$ cat config.mk
export PLATFORM = sky130hd
export DESIGN_NAME = async_bank_ctrl
export DESIGN_NICKNAME = d
export VERILOG_FILES = /design/src/rtl/abc_pkg.sv /design/src/rtl/abc_cfg_regs.sv /design/src/rtl/abc_addr_map.sv /design/src/rtl/abc_seq.sv /design/src/rtl/async_bank_ctrl.sv
export SDC_FILE = /design/constraint.sdc
export NUM_CORES = 1
export LEC_CHECK = 0
export BUFFER_PORTS_ARGS = -buffer_cell sky130_fd_sc_hd__buf_2
export CAP_MARGIN = 25
export CORE_UTILIZATION = 45
export CTS_CLUSTER_DIAMETER = 200
export DETAILED_ROUTE_END_ITERATION = 10
export PLACE_DENSITY = 0.63
export SLEW_MARGIN = 20
export SYNTH_ARGS = -nofsm -noshare
export SYNTH_HDL_FRONTEND = slang
export SYNTH_SLANG_ARGS = --single-unit
$ cat constraint.sdc
create_clock -name clk -period 2.7 [get_ports clk]
set_input_delay 0.27 -clock clk [delete_from_list [all_inputs] [get_ports clk]]
set_output_delay 0.27 -clock clk [all_outputs]
set_load 0.1 [all_outputs]
$ cat src/rtl/abc_pkg.sv
package abc_pkg;

   localparam int CNT_W      = 5;
   localparam int PAGE_BEATS = 4;

   // Field order fixes the cfg_data bit positions, LSB last.
   typedef struct packed {
      logic       page;
      logic       wide;
      logic [3:0] t_pg;
      logic [3:0] t_ah;
      logic [3:0] t_ch;
      logic [4:0] t_acc;
      logic [3:0] t_cs;
      logic [3:0] t_as;
   } bank_cfg_t;

   localparam int CFG_W = $bits(bank_cfg_t);

   typedef enum logic [2:0] {
      S_IDLE, S_ASU, S_CSU, S_ACC, S_PAGE, S_CHD, S_AHD
   } seq_state_t;

endpackage

$ cat src/rtl/abc_cfg_regs.sv
module abc_cfg_regs
   import abc_pkg::*;
#(
   parameter int NBANK = 4,
   localparam int BANK_W = $clog2(NBANK)
) (
   input  logic              clk,
   input  logic              rst_n,
   input  logic              cfg_we,
   input  logic [BANK_W-1:0] cfg_bank,
   input  logic [CFG_W-1:0]  cfg_data,
   output bank_cfg_t         cfg_all [NBANK]
);

   for (genvar b = 0; b < NBANK; b++) begin : g_bank
      always_ff @(posedge clk or negedge rst_n) begin
         if (!rst_n)
            cfg_all[b] <= '0;
         else if (cfg_we && cfg_bank == BANK_W'(b))
            cfg_all[b] <= bank_cfg_t'(cfg_data);
      end
   end

endmodule

$ cat src/rtl/abc_addr_map.sv
module abc_addr_map #(
   parameter int OFS_W = 16,
   parameter int DW    = 16
) (
   input  logic [OFS_W-1:0] ofs,
   input  logic             wide,
   input  logic [1:0]       beat,
   input  logic [DW-1:0]    wdat,
   input  logic [DW-1:0]    dq_in,
   output logic [OFS_W-1:0] addr,
   output logic [DW-1:0]    dq_out,
   output logic [DW-1:0]    rlane
);

   localparam int HALF = DW / 2;

   logic [OFS_W-1:0] base;
   logic [1:0]       low;

   always_comb begin
      base   = wide ? {1'b0, ofs[OFS_W-1:1]} : ofs;
      low    = base[1:0] + beat;
      addr   = {base[OFS_W-1:2], low};
      dq_out = wide ? wdat  : {{HALF{1'b0}}, wdat[HALF-1:0]};
      rlane  = wide ? dq_in : {{HALF{1'b0}}, dq_in[HALF-1:0]};
   end

endmodule

$ cat src/rtl/abc_seq.sv
module abc_seq
   import abc_pkg::*;
#(
   parameter int NBANK = 4,
   parameter int OFS_W = 16,
   parameter int DW    = 16,
   localparam int BANK_W = $clog2(NBANK),
   localparam int RD_W   = DW * PAGE_BEATS
) (
   input  logic              clk,
   input  logic              rst_n,
   input  bank_cfg_t         cfg_all [NBANK],
   input  logic              req_valid,
   input  logic              req_write,
   input  logic [BANK_W-1:0] req_bank,
   input  logic [OFS_W-1:0]  req_offset,
   input  logic [DW-1:0]     req_wdata,
   output logic              req_ack,
   output logic [RD_W-1:0]   req_rdata,
   output logic [OFS_W-1:0]  mem_addr,
   output logic [NBANK-1:0]  mem_cs_n,
   output logic              mem_oe_n,
   output logic              mem_we_n,
   output logic [DW-1:0]     mem_dq_out,
   output logic              mem_dq_oe,
   input  logic [DW-1:0]     mem_dq_in
);

   seq_state_t        st;
   logic [CNT_W-1:0]  cnt;
   bank_cfg_t         cur;
   logic [BANK_W-1:0] bank_q;
   logic              wr_q;
   logic [OFS_W-1:0]  ofs_q;
   logic [DW-1:0]     wd_q;
   logic [1:0]        beat;
   logic [RD_W-1:0]   rbuf;
   logic              ack;
   logic [OFS_W-1:0]  addr_w;
   logic [DW-1:0]     rlane;
   logic              last, cap, cs_act, strobe;

   abc_addr_map #(.OFS_W(OFS_W), .DW(DW)) i_map (
      .ofs(ofs_q), .wide(cur.wide), .beat(beat), .wdat(wd_q),
      .dq_in(mem_dq_in), .addr(addr_w), .dq_out(mem_dq_out), .rlane(rlane)
   );

   assign last   = (cnt == '0);
   assign cap    = !wr_q && last && (st == S_ACC || st == S_PAGE);
   assign cs_act = (st == S_CSU) || (st == S_ACC) || (st == S_PAGE) || (st == S_CHD);
   assign strobe = (st == S_ACC) || (st == S_PAGE);

   always_ff @(posedge clk or negedge rst_n) begin
      if (!rst_n) begin
         st <= S_IDLE; cnt <= '0; cur <= '0; bank_q <= '0; wr_q <= 1'b0;
         ofs_q <= '0; wd_q <= '0; beat <= '0; rbuf <= '0; ack <= 1'b0;
      end else begin
         ack <= 1'b0;
         if (st == S_IDLE) begin
            if (req_valid) begin
               cur    <= cfg_all[req_bank];
               bank_q <= req_bank;
               wr_q   <= req_write;
               ofs_q  <= req_offset;
               wd_q   <= req_wdata;
               beat   <= '0;
               rbuf   <= '0;
               cnt    <= CNT_W'(cfg_all[req_bank].t_as);
               st     <= S_ASU;
            end
         end else if (!last) begin
            cnt <= cnt - 1'b1;
         end else begin
            unique case (st)
               S_ASU: begin st <= S_CSU; cnt <= CNT_W'(cur.t_cs); end
               S_CSU: begin st <= S_ACC; cnt <= cur.t_acc; end
               S_ACC:
                  if (cur.page && !wr_q) begin
                     st <= S_PAGE; beat <= 2'd1; cnt <= CNT_W'(cur.t_pg);
                  end else begin
                     st <= S_CHD; cnt <= CNT_W'(cur.t_ch);
                  end
               S_PAGE:
                  if (beat == 2'(PAGE_BEATS - 1)) begin
                     st <= S_CHD; cnt <= CNT_W'(cur.t_ch);
                  end else begin
                     beat <= beat + 1'b1; cnt <= CNT_W'(cur.t_pg);
                  end
               S_CHD: begin st <= S_AHD; cnt <= CNT_W'(cur.t_ah); end
               default: begin st <= S_IDLE; ack <= 1'b1; end
            endcase
         end
         if (cap)
            rbuf[int'(beat)*DW +: DW] <= rlane;
      end
   end

   for (genvar b = 0; b < NBANK; b++) begin : g_cs
      assign mem_cs_n[b] = !(cs_act && bank_q == BANK_W'(b));
   end

   assign mem_addr  = (st == S_IDLE) ? '0 : addr_w;
   assign mem_oe_n  = !(strobe && !wr_q);
   assign mem_we_n  = !(st == S_ACC && wr_q);
   assign mem_dq_oe = wr_q && cs_act;
   assign req_ack   = ack;
   assign req_rdata = rbuf;


   cs_onehot_chk: assert property (@(posedge clk) disable iff (!rst_n)
      $onehot0(~mem_cs_n));

   strobe_in_cs_chk: assert property (@(posedge clk) disable iff (!rst_n)
      (!mem_oe_n || !mem_we_n) |-> (mem_cs_n != '1));

   one_strobe_chk: assert property (@(posedge clk) disable iff (!rst_n)
      !(!mem_oe_n && !mem_we_n));

   dq_drive_chk: assert property (@(posedge clk) disable iff (!rst_n)
      mem_dq_oe |-> (mem_cs_n != '1 && mem_oe_n));

   ack_pulse_chk: assert property (@(posedge clk) disable iff (!rst_n)
      req_ack |=> !req_ack);

   busy_hold_chk: assert property (@(posedge clk) disable iff (!rst_n)
      (st != S_IDLE && st != S_AHD) |=> ($stable(bank_q) && $stable(ofs_q)));

endmodule

$ cat src/rtl/async_bank_ctrl.sv
module async_bank_ctrl
   import abc_pkg::*;
#(
   parameter int NBANK = 4,
   parameter int OFS_W = 16,
   parameter int DW    = 16
) (
   input  logic                     clk,
   input  logic                     rst_n,
   input  logic                     cfg_we,
   input  logic [$clog2(NBANK)-1:0] cfg_bank,
   input  logic [CFG_W-1:0]         cfg_data,
   input  logic                     req_valid,
   input  logic                     req_write,
   input  logic [$clog2(NBANK)-1:0] req_bank,
   input  logic [OFS_W-1:0]         req_offset,
   input  logic [DW-1:0]            req_wdata,
   output logic                     req_ack,
   output logic [DW*PAGE_BEATS-1:0] req_rdata,
   output logic [OFS_W-1:0]         mem_addr,
   output logic [NBANK-1:0]         mem_cs_n,
   output logic                     mem_oe_n,
   output logic                     mem_we_n,
   output logic [DW-1:0]            mem_dq_out,
   output logic                     mem_dq_oe,
   input  logic [DW-1:0]            mem_dq_in
);

   if (NBANK < 2 || (NBANK & (NBANK - 1)) != 0) begin : g_bad_nbank
      $error("NBANK must be a power of two, at least 2");
   end
   if (DW != 16) begin : g_bad_dw
      $error("DW must be 16: banks are 8 or 16 bits wide");
   end
   if (OFS_W < 3) begin : g_bad_ofs
      $error("OFS_W must leave room for the page beat bits");
   end

   bank_cfg_t cfg_all [NBANK];

   abc_cfg_regs #(.NBANK(NBANK)) i_cfg (
      .clk(clk), .rst_n(rst_n), .cfg_we(cfg_we), .cfg_bank(cfg_bank),
      .cfg_data(cfg_data), .cfg_all(cfg_all)
   );

   abc_seq #(.NBANK(NBANK), .OFS_W(OFS_W), .DW(DW)) i_seq (
      .clk(clk), .rst_n(rst_n), .cfg_all(cfg_all),
      .req_valid(req_valid), .req_write(req_write), .req_bank(req_bank),
      .req_offset(req_offset), .req_wdata(req_wdata),
      .req_ack(req_ack), .req_rdata(req_rdata),
      .mem_addr(mem_addr), .mem_cs_n(mem_cs_n), .mem_oe_n(mem_oe_n),
      .mem_we_n(mem_we_n), .mem_dq_out(mem_dq_out), .mem_dq_oe(mem_dq_oe),
      .mem_dq_in(mem_dq_in)
   );

endmodule

==> results of run 1 <==
-- what timing repair did --
action | 4_1_cts | 5_1_grt
setup buffers | 0 | 2
setup endpoints to repair | 5 | 1
pin swaps | 0 | 0
cloned | 0 | 0
hold buffers | 35 | 0
endpoints found under the hold margin | 76 | 0
resized for setup | 2 | 0
-- metrics by stage --
step	power, W	instances
after global routing	0.01606	1500
after global placement	0.01169	1416
final	0.01527	1501
after detailed placement	0.01178	1416
after CTS	0.01537	1498
after floorplan	0.01035	950
-- Yosys cell counts (3+ instances only) --
master and instances:
dfrtp_1 241, nand2_1 219, mux2_2 109, clkbuf_1 51, nand3_1 51, o21ai_0 31, o31ai_1 30, mux4_2 27
nor2_1 25, mux2i_1 16, and2_1 12, ha_1 10, inv_1 10, a21oi_1 9, a22o_1 8, a32o_1 8
buf_4 8, buf_2 7, nand2b_1 7, buf_1 6, nor3_1 6, nand3b_1 5, o211ai_1 5, nand4_1 4
nor2b_1 4, nor4_1 4, o22ai_1 4, a221oi_1 3
-- registers in the layout (all words and copies together), names as in the netlist --
name             flops
i_seq.bank_q         2
i_seq.beat           2
i_cfg.cfg_all      108
i_seq.wd_q          16
i_seq.wr_q           1
i_seq.cnt            5
i_seq.ofs_q         16
i_seq.cur           23
i_seq.st             3
i_seq.req_ack        1
i_seq.req_rdata     64
-- final cells by class --
cell class | count | area (um2)
fill | 2055 | 10110
sequential | 241 | 6032
multi-input combinational | 627 | 4497
timing repair buffer | 256 | 1619
clock buffer | 39 | 780.7
tap | 319 | 399.1
clock inverter | 8 | 68.82
inverter | 10 | 37.54
antenna | 1 | 2.502
-- power groups by stage --
stage / Sequential (W) / Clock, W / Combinational, W
6_report: 0.00501 / 0.00349 / 0.00676
5_1_grt: 0.00513 / 0.00372 / 0.00720
4_1_cts: 0.00503 / 0.00359 / 0.00675
3_5_place_dp: 0.00508 / 0 / 0.00669
3_3_place_gp: 0.00506 / 0 / 0.00663
2_1_floorplan: 0.00558 / 0 / 0.00477
-- cells by family after synthesis --
| logic type | share of synthesized area, % |
|---|---|
| AND/OR/NAND/NOR | 14.12 |
| multiplexers | 18.40 |
| AO/OA/AOI/OAI | 7.361 |
| flip-flops | 55.61 |
| XOR/XNOR | 0.1615 |
| buffers and inverters | 3.196 |
| adder cells (fa/ha/maj) | 1.154 |
-- routing by layer --
layer | vias to the layer above | GRT usage, %
met2 | 239 | 35.50
li1 | 3765 | -
met4 | 2 | 4.854
met3 | 39 | 3.689
met5 | - | 0
met1 | 3938 | 29.58
-- how the worst max path moves through the flow --
| stage | start | to | slack [ns] | depth (start not counted) |
|---|---|---|---|---|
| 6_report | i_seq.st[2] | mem_cs_n[0] | 0.22 | 4 |
| 5_1_grt | i_seq.st[2] | mem_cs_n[0] | 0.13 | 4 |
| 4_1_cts | i_seq.st[1] | mem_cs_n[0] | 0.06 | 4 |
| 3_5_place_dp | i_seq.cnt[0] | i_seq.cnt[0] | 0.35 | 8 |
| 3_3_place_gp | i_seq.cnt[0] | i_seq.req_rdata[27] | 0.43 | 7 |
| 2_1_floorplan | i_seq.cur[25] | mem_addr[1] | 0.05 | 7 |
==> results.tsv, run 1 <==
metric	value	unit
yosysWarnings	0	
seq_area_frac_synth	55.61	%
cts_tree	built	
grt_antenna_before_repair	1	
path_cells	inv_1, ha_2, or3b_2, buf_2	
max_stage_delay	0.47	ns
gp_congestion	0.8259	
start_util	46.07	%
whs	0.02646	ns
slowest_stage	ha_2	
area_delta_synth_final	23.89	%
grt_max_degree	78	
arrival	2.21	ns
die_x	157.2	um
wl_met3	1408	um
grt_pass1_wl	42090	um
timing.setup.tns	0	ns
powerDensity	1136	mW/mm2
synth_top_area_share	55.61	%
fin_crit	2.480	ns
r2r_end	i_seq.cnt[0]	
setup_ws	0.2200	ns
synth_edf_count	0	
ys.flop_type	dfrtp_1	
timing.fmax	403.2	MHz
routedWlPerCell	17.44	um
clk_latency	0.53	ns
power.clock.fraction	22.9	%
cap_violations	0	
die_h	157.2	um
path_class	reg -> out	
vias_per_cell	5.318	
synth_cell_types	48	
final_cell_mix	dfrtp_1, nand2_1, buf_2	
finalCritPeriodShare	91.85	%
worstPathRequired	2.43	ns
wl	26180	um
synthesis.area	0.01085	mm2
drc	0	
skew	0.01404	ns
io_buffer_count	187	
holdPathStages	2	
r2r_cells	8	
vias	7983	
hold_end	i_seq.req_rdata[31]	
synth_top_area_cell	dfrtp_1	
seqPwrFrac	32.8	%
numCtsBuffers	27	
final_common_cell	dfrtp_1	
p_int	0.008325	W
final-max-slew-violation-count	0	
stdcell_area	0.01344	mm2
regToRegSetupSlack	0.26	ns
outcome	finished, final reports clean	
p_leak	6.412	nW
place_area	0.01222	mm2
dr.pass1.iters	8	
wl_met1	11800	um
ant_nets	0	
worstPathBufferInverterCount	2	
finalHoldViolCount	0	
routed.top_layer	met5	
r2r-start	i_seq.cnt[0]	
critPathMaxFanout	11	
htreeDepth	1	
cp-end-kind	output pin	
synth-seq-cells	241	
synthCells	950	
overflow	0	
finalSetupViolations	0	
drive_gt1_share	34.80	%
cts_max_path_buffers	3	
num-nets-final	1257	
syn_avg_cell_area	11.42	um2
async_flop_share	100.0	%
critPathTopFamily	adder cells	
gr-usage-all-layers	21.47	%
rsz0062_at_grt	no	
startpoint_type	flip-flop	
fin_util	57.07	%
grt_pass1_vias	8040	
path_clk_slew	0.06	ns
tightest_slew	0.5285	ns
ios	188	
cts_sinks	241	
core-area	0.02354	mm2
dieArea	0.02473	mm2
ctsRootBufferMaster	clkbuf_16	
max_slew_margin	64.44	%
p_sw_share	45.48	%
num_rows	56	
synth_area_leaders	dfrtp_1, mux2_2, nand2_1	
peakVddDrop	0.9978	mV
combPwrFrac	44.3	%
hp-class	in -> reg	
dp_hpwl	17320	um
syn_nets	1044	
worst_hold_startpoint	mem_dq_in[15]	
power_switching	0.006945	W
met2_length	12460	um
drt_iter0_drc	475	
post-place-ws	0.3501	ns
Note: power is estimated with default switching activity, not from simulation.
==> run 2: changes to the inputs <==
Settings changed: ABC_AREA set to 1, CAP_MARGIN 25 to 20, CELL_PAD_IN_SITES_DETAIL_PLACEMENT set to 0, CELL_PAD_IN_SITES_GLOBAL_PLACEMENT set to 2, CORE_UTILIZATION 45 to 33, PLACE_DENSITY 0.63 to 0.76.
==> run 2 against run 1 <==
Against the previous run:
- clock skew down 0.0056 ns
- count of clock-buffer cells in the layout up 1
- combinational power down 2%
- utilization down 15 points
- largest power group unchanged
- power up 1.0%
- cell area up 4.2%
- highest routed layer is now met4
- global-route usage down 2.7 points
- sequential share of layout area down 1.8 points
- maximum frequency down 4.8%
==> results.tsv, run 2 <==
metric	value	unit	change
timing.fmax	384.0	MHz	-4.8%
whs	0.02966	ns	+0.003191 ns
synth-seq-cells	241		unchanged
place_inst	1944		+37%
synthCells	1377		+45%
max_slew_margin	57.36	%	-7.1 points
grt_antenna_before_repair	0		-1
start_util	33.54	%	-13 points
final_common_cell	nand2_1		
worstPathRequired	2.43	ns	about the same
largest_reg_flops	108		unchanged
synth_cell_types	31		-35%
gr-usage-all-layers	18.73	%	-2.7 points
powerDensity	1102	mW/mm2	-3.0%
path_cells	inv_1, ha_1, nand3_1, buf_2		
finalHoldViolCount	0		unchanged
drt_iter0_drc	642		+35%
async_flop_share	100.0	%	unchanged
num-nets-final	1664		+32%
fin_crit	2.604	ns	+0.1240 ns
grt_max_degree	83		+6.4%
final-max-slew-violation-count	0		unchanged
rsz0062_at_grt	no		
peakVddDrop	0.8527	mV	-15%
synth_compound_area_share	15.19	%	+7.8 points
critPathMaxFanout	9		-2
ant_nets	0		unchanged
synth_most_common_cell	nand2_1		
max_stage_delay	0.53	ns	+0.06 ns
skew	0.008448	ns	-0.005593 ns
core-area	0.03353	mm2	+42%
cts_setup_buffers	0		unchanged
hp-class	in -> reg		
synthesis.area	0.01125	mm2	+3.7%
die_h	186.6	um	+19%
drc	0		unchanged
syn_nets	1471		+41%
synth_top_area_share	53.62	%	-2.0 points
dieArea	0.03483	mm2	+41%
area_delta_synth_final	24.43	%	
synth_area_leaders	dfrtp_1, nand2_1, o21ai_0		
htreeDepth	1		unchanged
worstPathBufferInverterCount	2		unchanged
cp-end-kind	output pin		
largest-register	i_cfg.cfg_all		
path_class	reg -> out		
p_leak	7.014	nW	+9.4%
final_cell_mix	nand2_1, dfrtp_1, o21ai_0		
slowest_stage	dfrtp_1		
cap_violations	0		unchanged
vias	9757		+22%
critPathTopFamily	buffers and inverters		
numCtsBuffers	28		+3.7%
tightest_slew	0.6373	ns	+0.1088 ns
finalCritPeriodShare	96.44	%	+4.6 points
ios	188		unchanged
io_buffer_count	187		unchanged
die_x	186.6	um	+19%
arrival	2.33	ns	+0.12 ns
dp_hpwl	21260	um	+23%
post_layout_nonfiller_instances	2040		+36%
yosysWarnings	0		unchanged
synth_edf_count	0		unchanged
dr.pass1.iters	5		-3
overflow	0		unchanged
cts_tree	built		
ctsRootBufferMaster	clkbuf_16		
synth_top_family_by_area	simple AND/OR/NAND/NOR gates		
routedWlPerCell	16.04	um	-8.1%
synth-simple-area-share	22.19	%	+8.1 points
synth_commonest_cells	nand2_1, dfrtp_1, o21ai_0		
finalSetupViolations	0		unchanged
regToRegSetupSlack	0.52	ns	+0.26 ns
cts_max_path_buffers	3		unchanged
vias_per_cell	4.783		-10%
outcome	finished, final reports clean		
num_rows	67		+20%
gp_congestion	0.8339		+0.97%
grt_pass1_vias	9646		+20%
startpoint_type	flip-flop		
synth_fa_ha_area_share	1.112	%	-0.041 points
cts_sinks	241		unchanged
syn_avg_cell_area	8.169	um2	-28%
seq_area_frac_synth	53.62	%	-2.0 points
antenna_cells	0		-1
synthMuxAreaShare	0	%	-18 points
clk_latency	0.55	ns	+0.02 ns
yosys.area_share.xor_xnor	0.2336	%	+0.072 points
drive_gt1_share	18.72	%	-16 points
synth_top_area_cell	dfrtp_1		
grt_pass1_wl	53010	um	+26%
ys.flop_type	dfrtp_1		
wl	32720	um	+25%
path_clk_slew	0.06	ns	about the same
-- run 2: changes by cell type after synthesis, moves of 12 or more --
cell | previous run | this run
mux4_2 | 27 | 0
nand3_1 | 51 | 106
inv_1 | 10 | 100
o31ai_1 | 30 | 0
o22ai_1 | 4 | 25
o21ai_0 | 31 | 230
and2_1 | 12 | 0
mux2_2 | 109 | 0
nand2_1 | 219 | 381
mux2i_1 | 16 | 0
o21ai_1 | 0 | 42
nor2_1 | 25 | 87
buf_2 | 7 | 25
-- run 2: per-stage QoR --
step | area, um2 | total power [W] | util (%) | setup TNS, ns | setup slack, ns
after floorplan | 11250 | 0.01007 | - | -0.07795 | -0.07795
after global routing | 14000 | 0.01639 | 41.74 | 0 | 0.001364
final | 14000 | 0.01542 | 41.74 | 0 | 0.09601
after global placement | 12580 | 0.01151 | 37.51 | 0 | 0.5546
after CTS | 14000 | 0.01564 | 41.74 | 0 | 0.06000
after detailed placement | 12580 | 0.01152 | 37.51 | 0 | 0.4799
-- run 2: metal layers --
metal  vias up  wire (um)  track usage, %
met5         -          0               0
met4         0        667           4.382
met3        37       1462           2.520
met2       234      14530           29.39
met1      4623      16060           27.36
li1       4863          -               -
-- run 2: layout make-up --
cell class | instances | area (um2)
Timing Repair Buffer | 254 | 1639
Clock inverter | 12 | 137.6
Fill cell | 3509 | 19540
Tap cell | 448 | 560.5
Sequential cell | 241 | 6032
Multi-Input combinational cell | 938 | 4388
Clock buffer | 40 | 837.1
Inverter | 107 | 401.6
-- run 2: power by group --
group | internal [W] | total, W | switching, W | leakage, nW
clock | 0.00243 | 0.00396 | 0.00153 | 0.486
sequential | 0.00437 | 0.00483 | 0.000460 | 3.10
combinational | 0.00147 | 0.00664 | 0.00517 | 3.43
-- run 2: worst register-to-register path, cell delays in order (launching register included) --
cell and delay (ns):
dfrtp_1 0.53, inv_1 0.20, ha_1 0.53, clkinv_1 0.32, nor3_1 0.29, a21oi_1 0.10
o21ai_0 0.14
-- run 2: logic make-up (layout without fill, tap and decap cells) --
kind of cell / count (synthesis) / in the layout
adder cells (fa/ha/maj): 10 / 10
flip-flops: 241 / 241
buffers and inverters: 198 / 413
XOR/XNOR: 3 / 3
AO/OA/AOI/OAI: 326 / 326
AND/OR/NAND/NOR: 599 / 599
-- run 2: path summary, 6_finish.rpt --
kind,startpoint,to,cells after the start
worst min register to register,i_seq.wd_q[5],i_seq.wd_q[5],2
min in group asynchronous,rst_n,i_seq.req_rdata[20],2
worst max-delay path,i_seq.st[1],mem_cs_n[2],4
worst max register to register,i_seq.st[1],i_seq.cnt[4],6
worst min-delay path,mem_dq_in[3],i_seq.req_rdata[3],3
max in group asynchronous,rst_n,i_seq.wd_q[4],3
-- run 2: repair_timing --
action                                  4_1_cts  5_1_grt
hold endpoints to repair                    113        0
resized for setup                             1        0
hold buffers                                 44        0
endpoints found under the setup margin        1        0
